## config.mk

```make
export PLATFORM = sky130hd
export DESIGN_NAME = ctl_port_slave
export DESIGN_NICKNAME = d
export VERILOG_FILES = /design/src/rtl/ctlp_pkg.sv /design/src/rtl/ctlp_sync.sv /design/src/rtl/ctlp_regfile.sv /design/src/rtl/ctlp_fifo.sv /design/src/rtl/ctl_port_slave.sv
export SDC_FILE = /design/constraint.sdc
export NUM_CORES = 1
export LEC_CHECK = 0
export BUFFER_PORTS_ARGS = -buffer_cell sky130_fd_sc_hd__buf_4
export CAP_MARGIN = 20
export CORE_ASPECT_RATIO = 0.75
export CORE_MARGIN = 2
export CORE_UTILIZATION = 25
export CTS_CLUSTER_SIZE = 12
export DETAILED_ROUTE_END_ITERATION = 8
export GPL_ROUTABILITY_DRIVEN = 0
export GPL_TIMING_DRIVEN = 0
export MAX_ROUTING_LAYER = met4
export PLACE_DENSITY_LB_ADDON = 0.15
export SLEW_MARGIN = 40
export SYNTH_ARGS = -nofsm -noshare
export SYNTH_HDL_FRONTEND = slang
export SYNTH_SLANG_ARGS = --single-unit
export TNS_END_PERCENT = 30
```

## constraint.sdc

```tcl
create_clock -name clk -period 7.9 [get_ports clk]
set_clock_uncertainty 0.15 [all_clocks]
set_input_delay 1.58 -clock clk [delete_from_list [all_inputs] [get_ports clk]]
set_output_delay 1.58 -clock clk [all_outputs]
set_load 0.01 [all_outputs]
```

## src/rtl/ctlp_pkg.sv

```systemverilog
package ctlp_pkg;
  typedef enum logic [1:0] {
    ST_IDLE = 2'd0,
    ST_CFG  = 2'd1,
    ST_TXS  = 2'd2,
    ST_RXS  = 2'd3
  } ctlp_state_e;

  localparam logic [1:0] MODE_TX = 2'b01;
  localparam logic [1:0] MODE_RX = 2'b10;
endpackage

```

## src/rtl/ctlp_sync.sv

```systemverilog
module ctlp_sync #(
  parameter int            W       = 1,
  parameter int            STAGES  = 2,
  parameter logic [W-1:0]  RST_VAL = '0
) (
  input  logic         clk,
  input  logic         rst_n,
  input  logic [W-1:0] d,
  output logic [W-1:0] q
);
  logic [W-1:0] stg [STAGES];

  always_ff @(posedge clk or negedge rst_n) begin
    if (!rst_n) begin
      for (int i = 0; i < STAGES; i++) stg[i] <= RST_VAL;
    end else begin
      stg[0] <= d;
      for (int i = 1; i < STAGES; i++) stg[i] <= stg[i-1];
    end
  end

  assign q = stg[STAGES-1];
endmodule

```

## src/rtl/ctlp_regfile.sv

```systemverilog
module ctlp_regfile #(
  parameter int NREG = 25,
  parameter int AW   = 7,
  parameter int DW   = 8
) (
  input  logic          clk,
  input  logic          rst_n,
  input  logic          we,
  input  logic [AW-1:0] waddr,
  input  logic [DW-1:0] wdata,
  input  logic [AW-1:0] raddr,
  output logic [DW-1:0] rdata
);
  localparam logic [AW-1:0] LAST = AW'(NREG - 1);

  logic [DW-1:0] mem [NREG];

  always_ff @(posedge clk or negedge rst_n) begin
    if (!rst_n) begin
      for (int i = 0; i < NREG; i++) mem[i] <= '0;
    end else if (we) begin
      for (int i = 0; i < NREG; i++)
        if (waddr == AW'(i)) mem[i] <= wdata;
    end
  end

  always_comb begin
    rdata = '0;
    for (int i = 0; i < NREG; i++)
      if (raddr == AW'(i)) rdata = mem[i];
  end


  oob_read_zero_chk: assert property (@(posedge clk) disable iff (!rst_n)
    (raddr > LAST) |-> (rdata == '0));
endmodule

```

## src/rtl/ctlp_fifo.sv

```systemverilog
module ctlp_fifo #(
  parameter int DW    = 8,
  parameter int DEPTH = 8
) (
  input  logic          clk,
  input  logic          rst_n,
  input  logic          push,
  input  logic [DW-1:0] wdata,
  input  logic          pop,
  output logic [DW-1:0] rdata,
  output logic          empty,
  output logic          full,
  output logic          ovf,
  output logic          unf
);
  localparam int PW = (DEPTH > 1) ? $clog2(DEPTH) : 1;
  localparam int CW = $clog2(DEPTH + 1);

  logic [DW-1:0] mem [DEPTH];
  logic [PW-1:0] wp, rp, wp_n, rp_n;
  logic [CW-1:0] cnt, cnt_n;
  logic          ovf_n, unf_n, do_push, do_pop;

  assign empty   = (cnt == '0);
  assign full    = (cnt == CW'(DEPTH));
  assign do_push = push && !full;
  assign do_pop  = pop && !empty;
  assign rdata   = empty ? '0 : mem[rp];

  always_comb begin
    wp_n  = wp;
    rp_n  = rp;
    cnt_n = cnt;
    ovf_n = ovf | (push && full);
    unf_n = unf | (pop && empty);
    if (do_push) wp_n = (wp == PW'(DEPTH - 1)) ? '0 : wp + PW'(1);
    if (do_pop)  rp_n = (rp == PW'(DEPTH - 1)) ? '0 : rp + PW'(1);
    if (do_push && !do_pop) cnt_n = cnt + CW'(1);
    else if (do_pop && !do_push) cnt_n = cnt - CW'(1);
  end

  always_ff @(posedge clk or negedge rst_n) begin
    if (!rst_n) begin
      wp  <= '0;
      rp  <= '0;
      cnt <= '0;
      ovf <= 1'b0;
      unf <= 1'b0;
    end else begin
      wp  <= wp_n;
      rp  <= rp_n;
      cnt <= cnt_n;
      ovf <= ovf_n;
      unf <= unf_n;
    end
  end

  always_ff @(posedge clk) begin
    if (do_push) mem[wp] <= wdata;
  end


  ovf_sticky_chk: assert property (@(posedge clk) disable iff (!rst_n) ovf |=> ovf);

  unf_sticky_chk: assert property (@(posedge clk) disable iff (!rst_n) unf |=> unf);

  cnt_bound_chk: assert property (@(posedge clk) disable iff (!rst_n) cnt <= CW'(DEPTH));

  full_hold_chk: assert property (@(posedge clk) disable iff (!rst_n)
    (push && full && !pop) |=> (full && ovf));
endmodule

```

## src/rtl/ctl_port_slave.sv

```systemverilog
module ctl_port_slave
  import ctlp_pkg::*;
#(
  parameter int NREG       = 25,
  parameter int AW         = 7,
  parameter int DW         = 8,
  parameter int FIFO_DEPTH = 8
) (
  input  logic          clk,
  input  logic          rst_n,
  input  logic          sclk_i,
  input  logic          csn_i,
  input  logic          sdi_i,
  output logic          sdo_o,
  output logic          sdo_oe_o,
  input  logic [1:0]    mode_i,
  input  logic          push_i,
  input  logic [DW-1:0] push_data_i,
  input  logic          pop_i,
  output logic [DW-1:0] pop_data_o,
  output logic          fifo_empty_o,
  output logic          fifo_full_o,
  output logic          fifo_ovf_o,
  output logic          fifo_unf_o
);
  localparam int FRAME_BITS = 1 + AW + DW;
  localparam int CW         = $clog2(FRAME_BITS + 1);
  localparam int BW         = $clog2(DW);
  localparam int SW         = (1 + AW > DW) ? 1 + AW : DW;

  logic [2:0]    syn;
  logic          cs_s, sclk_s, sdi_s, cs_d, sclk_d;
  logic          cs_act, cs_fall, sclk_rise, sclk_fall;
  ctlp_state_e   st, st_n;
  logic [CW-1:0] cnt, cnt_n;
  logic [SW-1:0] shin, shin_n, shin_adv;
  logic [AW:0]   cmd, cmd_n;
  logic [DW-1:0] shout, shout_n;
  logic          sdo_q, sdo_n;
  logic          ser_push, ser_pop, rf_we;
  logic [DW-1:0] rf_rdata, fifo_q;
  logic          f_push, f_pop;
  logic [DW-1:0] f_wdata;

  ctlp_sync #(.W(3), .STAGES(2), .RST_VAL(3'b100)) u_sync (
    .clk(clk), .rst_n(rst_n), .d({csn_i, sclk_i, sdi_i}), .q(syn)
  );
  assign cs_s   = syn[2];
  assign sclk_s = syn[1];
  assign sdi_s  = syn[0];

  always_ff @(posedge clk or negedge rst_n) begin
    if (!rst_n) begin
      cs_d   <= 1'b1;
      sclk_d <= 1'b0;
    end else begin
      cs_d   <= cs_s;
      sclk_d <= sclk_s;
    end
  end

  assign cs_act    = !cs_s;
  assign cs_fall   = cs_d && !cs_s;
  assign sclk_rise = sclk_s && !sclk_d;
  assign sclk_fall = !sclk_s && sclk_d;
  assign shin_adv  = {shin[SW-2:0], sdi_s};

  always_comb begin
    st_n     = st;
    cnt_n    = cnt;
    shin_n   = shin;
    cmd_n    = cmd;
    shout_n  = shout;
    sdo_n    = sdo_q;
    ser_push = 1'b0;
    ser_pop  = 1'b0;
    rf_we    = 1'b0;
    if (!cs_act) begin
      st_n = ST_IDLE;
    end else if (cs_fall) begin
      cnt_n   = '0;
      shout_n = '0;
      sdo_n   = 1'b0;
      if (mode_i == MODE_TX) begin
        st_n = ST_TXS;
      end else if (mode_i == MODE_RX) begin
        st_n    = ST_RXS;
        ser_pop = 1'b1;
        sdo_n   = fifo_q[DW-1];
        shout_n = {fifo_q[DW-2:0], 1'b0};
      end else begin
        st_n = ST_CFG;
      end
    end else if (sclk_rise) begin
      shin_n = shin_adv;
      case (st)
        ST_CFG: begin
          if (cnt != CW'(FRAME_BITS)) cnt_n = cnt + CW'(1);
          if (cnt == CW'(AW)) begin
            cmd_n = shin_adv[AW:0];
            if (shin_adv[AW]) shout_n = rf_rdata;
          end
          if (cnt == CW'(FRAME_BITS - 1) && !cmd[AW]) rf_we = 1'b1;
        end
        ST_TXS: begin
          if (cnt[BW-1:0] == BW'(DW - 1)) begin
            cnt_n    = '0;
            ser_push = 1'b1;
          end else begin
            cnt_n = cnt + CW'(1);
          end
        end
        ST_RXS: begin
          if (cnt[BW-1:0] == BW'(DW - 1)) begin
            cnt_n   = '0;
            ser_pop = 1'b1;
            shout_n = fifo_q;
          end else begin
            cnt_n = cnt + CW'(1);
          end
        end
        default: ;
      endcase
    end else if (sclk_fall && st != ST_IDLE) begin
      sdo_n   = shout[DW-1];
      shout_n = {shout[DW-2:0], 1'b0};
    end
  end

  always_ff @(posedge clk or negedge rst_n) begin
    if (!rst_n) begin
      st    <= ST_IDLE;
      cnt   <= '0;
      shin  <= '0;
      cmd   <= '0;
      shout <= '0;
      sdo_q <= 1'b0;
    end else begin
      st    <= st_n;
      cnt   <= cnt_n;
      shin  <= shin_n;
      cmd   <= cmd_n;
      shout <= shout_n;
      sdo_q <= sdo_n;
    end
  end

  ctlp_regfile #(.NREG(NREG), .AW(AW), .DW(DW)) u_regs (
    .clk(clk), .rst_n(rst_n), .we(rf_we), .waddr(cmd[AW-1:0]),
    .wdata(shin_adv[DW-1:0]), .raddr(shin_adv[AW-1:0]), .rdata(rf_rdata)
  );

  assign f_push  = ser_push || (push_i && st != ST_TXS);
  assign f_pop   = ser_pop || (pop_i && st != ST_RXS);
  assign f_wdata = ser_push ? shin_adv[DW-1:0] : push_data_i;

  ctlp_fifo #(.DW(DW), .DEPTH(FIFO_DEPTH)) u_fifo (
    .clk(clk), .rst_n(rst_n), .push(f_push), .wdata(f_wdata), .pop(f_pop),
    .rdata(fifo_q), .empty(fifo_empty_o), .full(fifo_full_o),
    .ovf(fifo_ovf_o), .unf(fifo_unf_o)
  );

  assign pop_data_o = fifo_q;
  assign sdo_oe_o   = cs_act;
  assign sdo_o      = cs_act && sdo_q;


  idle_when_cs_high_chk: assert property (@(posedge clk) disable iff (!rst_n)
    !cs_act |=> (st == ST_IDLE));

  push_only_tx_chk: assert property (@(posedge clk) disable iff (!rst_n)
    ser_push |-> (st == ST_TXS && sclk_rise));

  we_only_cfg_chk: assert property (@(posedge clk) disable iff (!rst_n)
    rf_we |-> (st == ST_CFG && cs_act && sclk_rise));

  pop_only_rx_chk: assert property (@(posedge clk) disable iff (!rst_n)
    ser_pop |-> (st == ST_RXS || (cs_fall && mode_i == MODE_RX)));
endmodule

```

==> metrics.cfg, run 1 <==
[sta]
hold_ws_ns = 0.177
period_minus_slack_ns = 4.77
fin_crit_sh_pct = 60.4
maxSlewViolCount = 0
tightest_slew_ns = 0.931
relSlewSlack_pct = 37.9
rsz0062_at_grt = false
finalSetupViolCount = 0
setup_tns_ns = 0
max_freq_ghz = 0.210
final_hold_viol_count = 0

[synth]
yosys.area_share.simple_pct = 9.31
synthAdderAreaFrac_pct = 1.23
ys_seq_area_share_pct = 55.3
dominantRegCellSynth = dfrtp_1
muxShareOfSynthArea_pct = 22.3
synth_nets = 1218
yosys_warnings = 0
synth_cell_types = 72
synth-compound-area-share_pct = 8.92
synth_edf_count = 64
syn_area_sq_mm = 0.0148
synth_cells = 1187
synth-xor-area-share_pct = 0.236
syn_avg_cell_area_sq_um = 12.5
synth_top_family_by_area = multiplexers
ys_ff_latch = 315
async_reset_ff_share_pct = 79.7

[cts]
htree_levels = 2
cts.root.buffer_cell = clkbuf_16
cts_tree = yes
clkLatencyLatePin_ns = 0.59
cts_buffers = 37
cts_max_path_buffers = 3
cts.hold.buffers_added = 0
cts.sinks = 315
cts_setup_buffers = 0
cts_resized = 0
clk_pin_slew_worst_paths_ns = 0.06

[setup_path]
r2r_slack_ns = 3.66
path_max_fanout = 10
crit_path_frequent_cell = buf_2
cp-end-kind = output port
crit_chain = buf_2 -> buf_2 -> mux4_2 -> mux2i_1 -> nor2_1 -> buf_4
crit_required_ns = 6.17
slowest_delay_ns = 0.54
worstSetupPathType = flip-flop to output port
arrival_ns = 3.04
worstSetupStartpointType = flip-flop
cp_slowest_cell = mux4_2

[final_layout]
fin_nets = 1301
layout-drive-gt1-share_pct = 31.4
final_common_cell = dfrtp_1
final_cell_mix = dfrtp_1, mux2_2, nand2_1
nFillCells = 5954
syn_to_final_growth_pct = 18.3

[floorplanning]
dieArea_sq_mm = 0.0614
start_util_pct = 25.2
core_region_area_sq_mm = 0.0589
die_y_um = 215
rows = 77
fp.dieW_um = 285
pin_count = 31

[global_routing]
antenna_found_initial = 3
use_met1_pct = 28.9
grt_max_degree = 63
globalRouteMet3Util_pct = 3.52
grt_overflow_total = 0
globalRouteMet2Util_pct = 23.9
grt_pass1_wl_um = 79900
grt-busiest-layer = met1
grt_use_total_pct = 18.6
first_global_vias = 10600

[placed_design]
dpl.hpwl_um = 38900
port_buffers = 30

[drt]
vias = 10600
routed_wl_um = 55000
first_pass_iters = 5
drt_iter0_markers = 1099
vias_per_cell = 5.07
wl_per_cell_um = 26.3
drtAntennaViolNets = 0
drc = 0

[power]
p_per_area_mw_per_mm2 = 275
leakagePower_uw = 0.00759
peakVddDrop_v = 0.000174

[worst_hold_path]
hp-class = flip-flop to flip-flop

[run_status]
outcome = complete, no violations

[flow_run]
maxCapViolCount = 0

-- cells by family after synthesis --
kind of cell | Yosys count
xor gates and xnor gates | 4
buffers and inverters | 97
and+or+nand+nor | 283
muxes | 278
AOI/OAI and AO/OA | 196
adders and majority gates | 14
DFF | 315
-- registers in the layout, summed over array words and instances (netlist names), 2 cells and up --
signal	count
u_regs.mem	200
u_fifo.mem	64
cmd	8
shout	8
shin	7
cnt	5
u_fifo.cnt	4
u_fifo.rp	3
u_fifo.wp	3
u_sync.q	3
u_sync.stg	3
st	2
-- area by class of cell --
type | instances | area (sq um) | share of cell area, %
Sequential cell | 315 | 8210 | 46.7
Multi-Input combinational cell | 775 | 6310 | 35.9
Clock buffer | 54 | 1040 | 5.92
Tap cell | 790 | 988 | 5.63
Timing Repair Buffer | 44 | 405 | 2.31
Buffer | 75 | 340 | 1.94
Clock inverter | 12 | 185 | 1.05
Inverter | 22 | 82.6 | 0.470
Antenna cell | 1 | 2.50 | 0.0143
-- report_power, final --
part | leakage, uW | switching [uW] | total [uW] | internal (uW)
registers | 0.00400 | 77.7 | 1840 | 1770
clock network | 0.000598 | 739 | 1760 | 1020
logic | 0.00299 | 798 | 1220 | 420
-- worst max-delay path, delay by kind of cell (launching register included) --
family,cells,cell delay [ns]
and+or+nand+nor,1,0.17
DFF,1,0.36
muxes,2,1.01
buffers and inverters,3,0.90
-- synthesized netlist by cell type (6+ instances only) --
cell	n	area, sq um
a211oi_1	15	113
a21oi_1	39	195
a221oi_1	8	70.1
a22oi_1	6	45.0
a31oi_1	7	43.8
and3_1	7	43.8
buf_1	6	22.5
buf_2	8	40.0
clkbuf_1	57	214
dfrtp_1	248	6210
edfxtp_1	64	1920
ha_1	13	163
inv_1	21	78.8
mux2_2	223	2510
mux2i_1	35	350
mux4_2	20	450
nand2_1	73	274
nand2b_1	10	62.6
nand3_1	19	95.1
nor2_1	74	278
nor2_2	7	43.8
nor2b_1	14	87.6
nor3_1	29	145
nor4_1	7	43.8
o21a_1	6	45.0
o21ai_0	47	235
o22ai_1	10	62.6
o31ai_1	6	45.0
o32ai_1	8	70.1
or3_1	12	75.1
-- per-layer routing --
| layer | vias to the layer above | routed length [um] |
|---|---|---|
| met5 | - | 0 |
| met2 | 390 | 21500 |
| met4 | 0 | 1180 |
| met1 | 5551 | 28600 |
| li1 | 4568 | - |
| met3 | 70 | 3790 |
-- through the flow --
step                      instance area (sq um)  util (%)  worst slack (ns)  instances  power [uW]
after global placement                    16100      27.3              2.70       2007        3050
after CTS                                 17500      29.8              3.07       2087        4860
after floorplan                           14800         -              4.23       1187        2510
final                                     17600      29.8              3.13       2088        4820
after global routing                      17600      29.8              2.92       2088        5040
after detailed placement                  16300      27.7              3.66       2021        3080
-- final timing paths --
check                      cells after the start                     endpoint                      from
min in group asynchronous                      1  u_regs.mem[186]$_DFFE_PN0P_                     rst_n
max reg2reg                                    9         shout[7]$_DFFE_PN0P_       shin[0]$_DFFE_PN0P_
max in group asynchronous                      3   u_regs.mem[90]$_DFFE_PN0P_                     rst_n
min                                            0        u_sync.q[0]$_DFF_PN0_   u_sync.stg[3]$_DFF_PN0_
min reg2reg                                    0        u_sync.q[0]$_DFF_PN0_   u_sync.stg[3]$_DFF_PN0_
max                                            6                pop_data_o[5]  u_fifo.rp[0]$_DFFE_PN0P_
No activity file was read; power rests on OpenSTA's default activity.
==> inputs of run 2 (changes only) <==
- clock period: 7.9 -> 3.9 ns (I/O delays scaled with it)
==> run 2 against run 1 <==
The run now ends with setup timing left. Non-clock buffer count increased by 1. Count of clock-buffer cells in the layout unchanged. Register-to-register slack got worse by 3.7 ns. Critical path type is now flip-flop to flip-flop. Critical endpoint is now shout[7]$_DFFE_PN0P_. Highest routed layer unchanged.
==> metrics.cfg, run 2 (synthesized netlist as in run 1, its figures left out) <==
[placed_design]
dp_slack_ns = -0.200  ; -3.86 ns
dpl.hpwl_um = 38900  ; unchanged
port_buffers = 30  ; unchanged

[cts]
cts_buffers = 37  ; unchanged
cts_setup_buffers = 0  ; unchanged
cts_max_path_buffers = 3  ; unchanged
clkLatencyLatePin_ns = 0.57  ; -0.02 ns
cts.sinks = 315  ; unchanged
cts_tree = yes
htree_levels = 2  ; unchanged
cts.root.buffer_cell = clkbuf_16
clk_pin_slew_worst_paths_ns = 0.06  ; about the same

[drt]
drt_iter0_markers = 1164  ; +5.9%
routed_wl_um = 55000  ; +0.10%
vias_per_cell = 5.08  ; +0.26%
first_pass_iters = 5  ; unchanged
drc = 0  ; unchanged
vias = 10600  ; +0.31%
wl_per_cell_um = 26.3  ; about the same
drtAntennaViolNets = 0  ; unchanged

[floorplanning]
core_region_area_sq_mm = 0.0589  ; unchanged
die_y_um = 215  ; unchanged
dieArea_sq_mm = 0.0614  ; unchanged
fp.dieW_um = 285  ; unchanged
rows = 77  ; unchanged
pin_count = 31  ; unchanged
start_util_pct = 25.2  ; unchanged

[global_routing]
globalRouteMet3Util_pct = 3.43  ; -0.096 points
grt_pass1_wl_um = 79900  ; about the same
grt_max_degree = 63  ; unchanged
grt-busiest-layer = met1
first_global_vias = 10600  ; +0.028%
antenna_found_initial = 3  ; unchanged
use_met1_pct = 29.0  ; +0.054 points
grt_overflow_total = 0  ; unchanged
globalRouteMet2Util_pct = 23.9  ; about the same
grt_use_total_pct = 18.6  ; about the same

[final_layout]
largest_reg_flops = 200  ; unchanged
final_cell_mix = dfrtp_1, mux2_2, nand2_1
reg_top3 = u_regs.mem: 200 flops, u_fifo.mem: 64 flops
fin_nets = 1302  ; +0.077%
final_common_cell = dfrtp_1
nFillCells = 5956  ; +0.034%
layout-drive-gt1-share_pct = 31.8  ; +0.44 points
syn_to_final_growth_pct = 18.5
regMostFlops = u_regs.mem

[flow_run]
maxCapViolCount = 0  ; unchanged

[setup_path]
crit_chain = clkbuf_1 -> clkbuf_2 -> inv_1 -> clkbuf_1 -> buf_2 -> o31ai_1 -> a31oi_1 -> o31ai_1 -> a31oi_1
path_max_fanout = 10  ; unchanged
cp_slowest_cell = clkbuf_1
crit_required_ns = 4.24  ; -1.93 ns
cp-end-kind = flip-flop
cp_num_buf_inv = 5  ; +2
worstSetupStartpointType = flip-flop
path_delay_family = buffers and inverters
worstSetupPathType = flip-flop to flip-flop
slowest_delay_ns = 0.63  ; +0.09 ns
arrival_ns = 4.26  ; +1.22 ns

[power]
share_comb_of_total_power_pct = 25.4  ; +0.2 points
total_power_uw = 9790  ; +100%
p_per_area_mw_per_mm2 = 557  ; +100%
leakagePower_uw = 0.00760  ; +0.15%
peakVddDrop_v = 0.000352  ; +100%
p_clk_share_pct = 36.5  ; about the same
swShare_pct = 33.5  ; about the same
p_switching_uw = 3280  ; +100%
power.internal_uw = 6510  ; +100%
power_frac_seq_pct = 38.1  ; about the same

[sta]
setup_tns_ns = -0.0471  ; -0.0471 ns
max_freq_ghz = 0.255
relSlewSlack_pct = 36.5  ; -1.4 points
maxSlewViolCount = 0  ; unchanged
setup_ws_ns = -0.0275  ; -3.15 ns
final_hold_viol_count = 0  ; unchanged
rsz0062_at_grt = true
period_minus_slack_ns = 3.93
tightest_slew_ns = 0.953  ; +0.0216 ns
finalSetupViolCount = 3  ; +3
fin_crit_sh_pct = 101

[run_status]
failed_checks = setup timing
outcome = finished with violations

[worst_hold_path]
hp-class = primary input to flip-flop

[run 2: metrics by stage]
stage | instance area (sq um) | cells | hold WS [ns] | utilization, %
4_1_cts | 17600 | 2088 | 0.144 | 29.9
3_5_place_dp | 16300 | 2021 | 0.190 | 27.7
5_1_grt | 17600 | 2089 | 0.149 | 29.9
3_3_place_gp | 16100 | 2007 | 0.184 | 27.3
2_1_floorplan | 14800 | 1187 | 0.181 | -
6_report | 17600 | 2089 | 0.166 | 29.9
[run 2: repair_timing]
action,4_1_cts,5_1_grt
hold endpoints to repair,42,0
endpoints found under the setup margin,5,4
gates resized for setup,5,5
hold buffers,1,0
[run 2: metal layers]
layer,up-vias,share of wire [%]
li1,4574,-
met1,5561,51
met4,0,2.2
met3,75,7.4
met5,-,0
met2,402,39
[run 2: final cells by class]
class                   instances  area [sq um]  area share [%]
plain buffers                  75           345            1.96
repair buffers                 45           415            2.36
flip-flops and latches        315          8210            46.6
well taps                     790           988            5.62
clock buffers                  54          1040            5.91
diodes                          1          2.50          0.0142
inverters                      22          82.6           0.469
multi-input cells             775          6330            36.0
clock inverters                12           185            1.05
[run 2: worst paths after layout]
kind	slack, ns	end	startpoint	depth (start not counted)
max in group asynchronous	2.00	u_regs.mem[90]$_DFFE_PN0P_	rst_n	4
setup / recovery	-0.03	shout[7]$_DFFE_PN0P_	shin[0]$_DFFE_PN0P_	9
min in group asynchronous	0.57	u_regs.mem[186]$_DFFE_PN0P_	rst_n	2
hold / removal	0.17	u_sync.stg[5]$_DFF_PN1_	csn_i	1
setup reg to reg	-0.03	shout[7]$_DFFE_PN0P_	shin[0]$_DFFE_PN0P_	9
hold reg to reg	0.18	u_sync.q[0]$_DFF_PN0_	u_sync.stg[3]$_DFF_PN0_	0
[run 2: power by group through the flow]
stage	Sequential, uW	Clock, uW	Combinational (uW)
after floorplan	3740	0	1350
after global placement	3780	0	2390
after detailed placement	3790	0	2450
after CTS	3730	3660	2470
after global routing	3760	3820	2650
final	3730	3570	2490
[run 2: worst reg2reg max path, cell delays in order, from the launching register on]
cell,delay (ns)
dfrtp_1,0.38
clkbuf_1,0.21
clkbuf_2,0.32
inv_1,0.35
clkbuf_1,0.63
buf_2,0.56
o31ai_1,0.18
a31oi_1,0.61
o31ai_1,0.24
a31oi_1,0.21
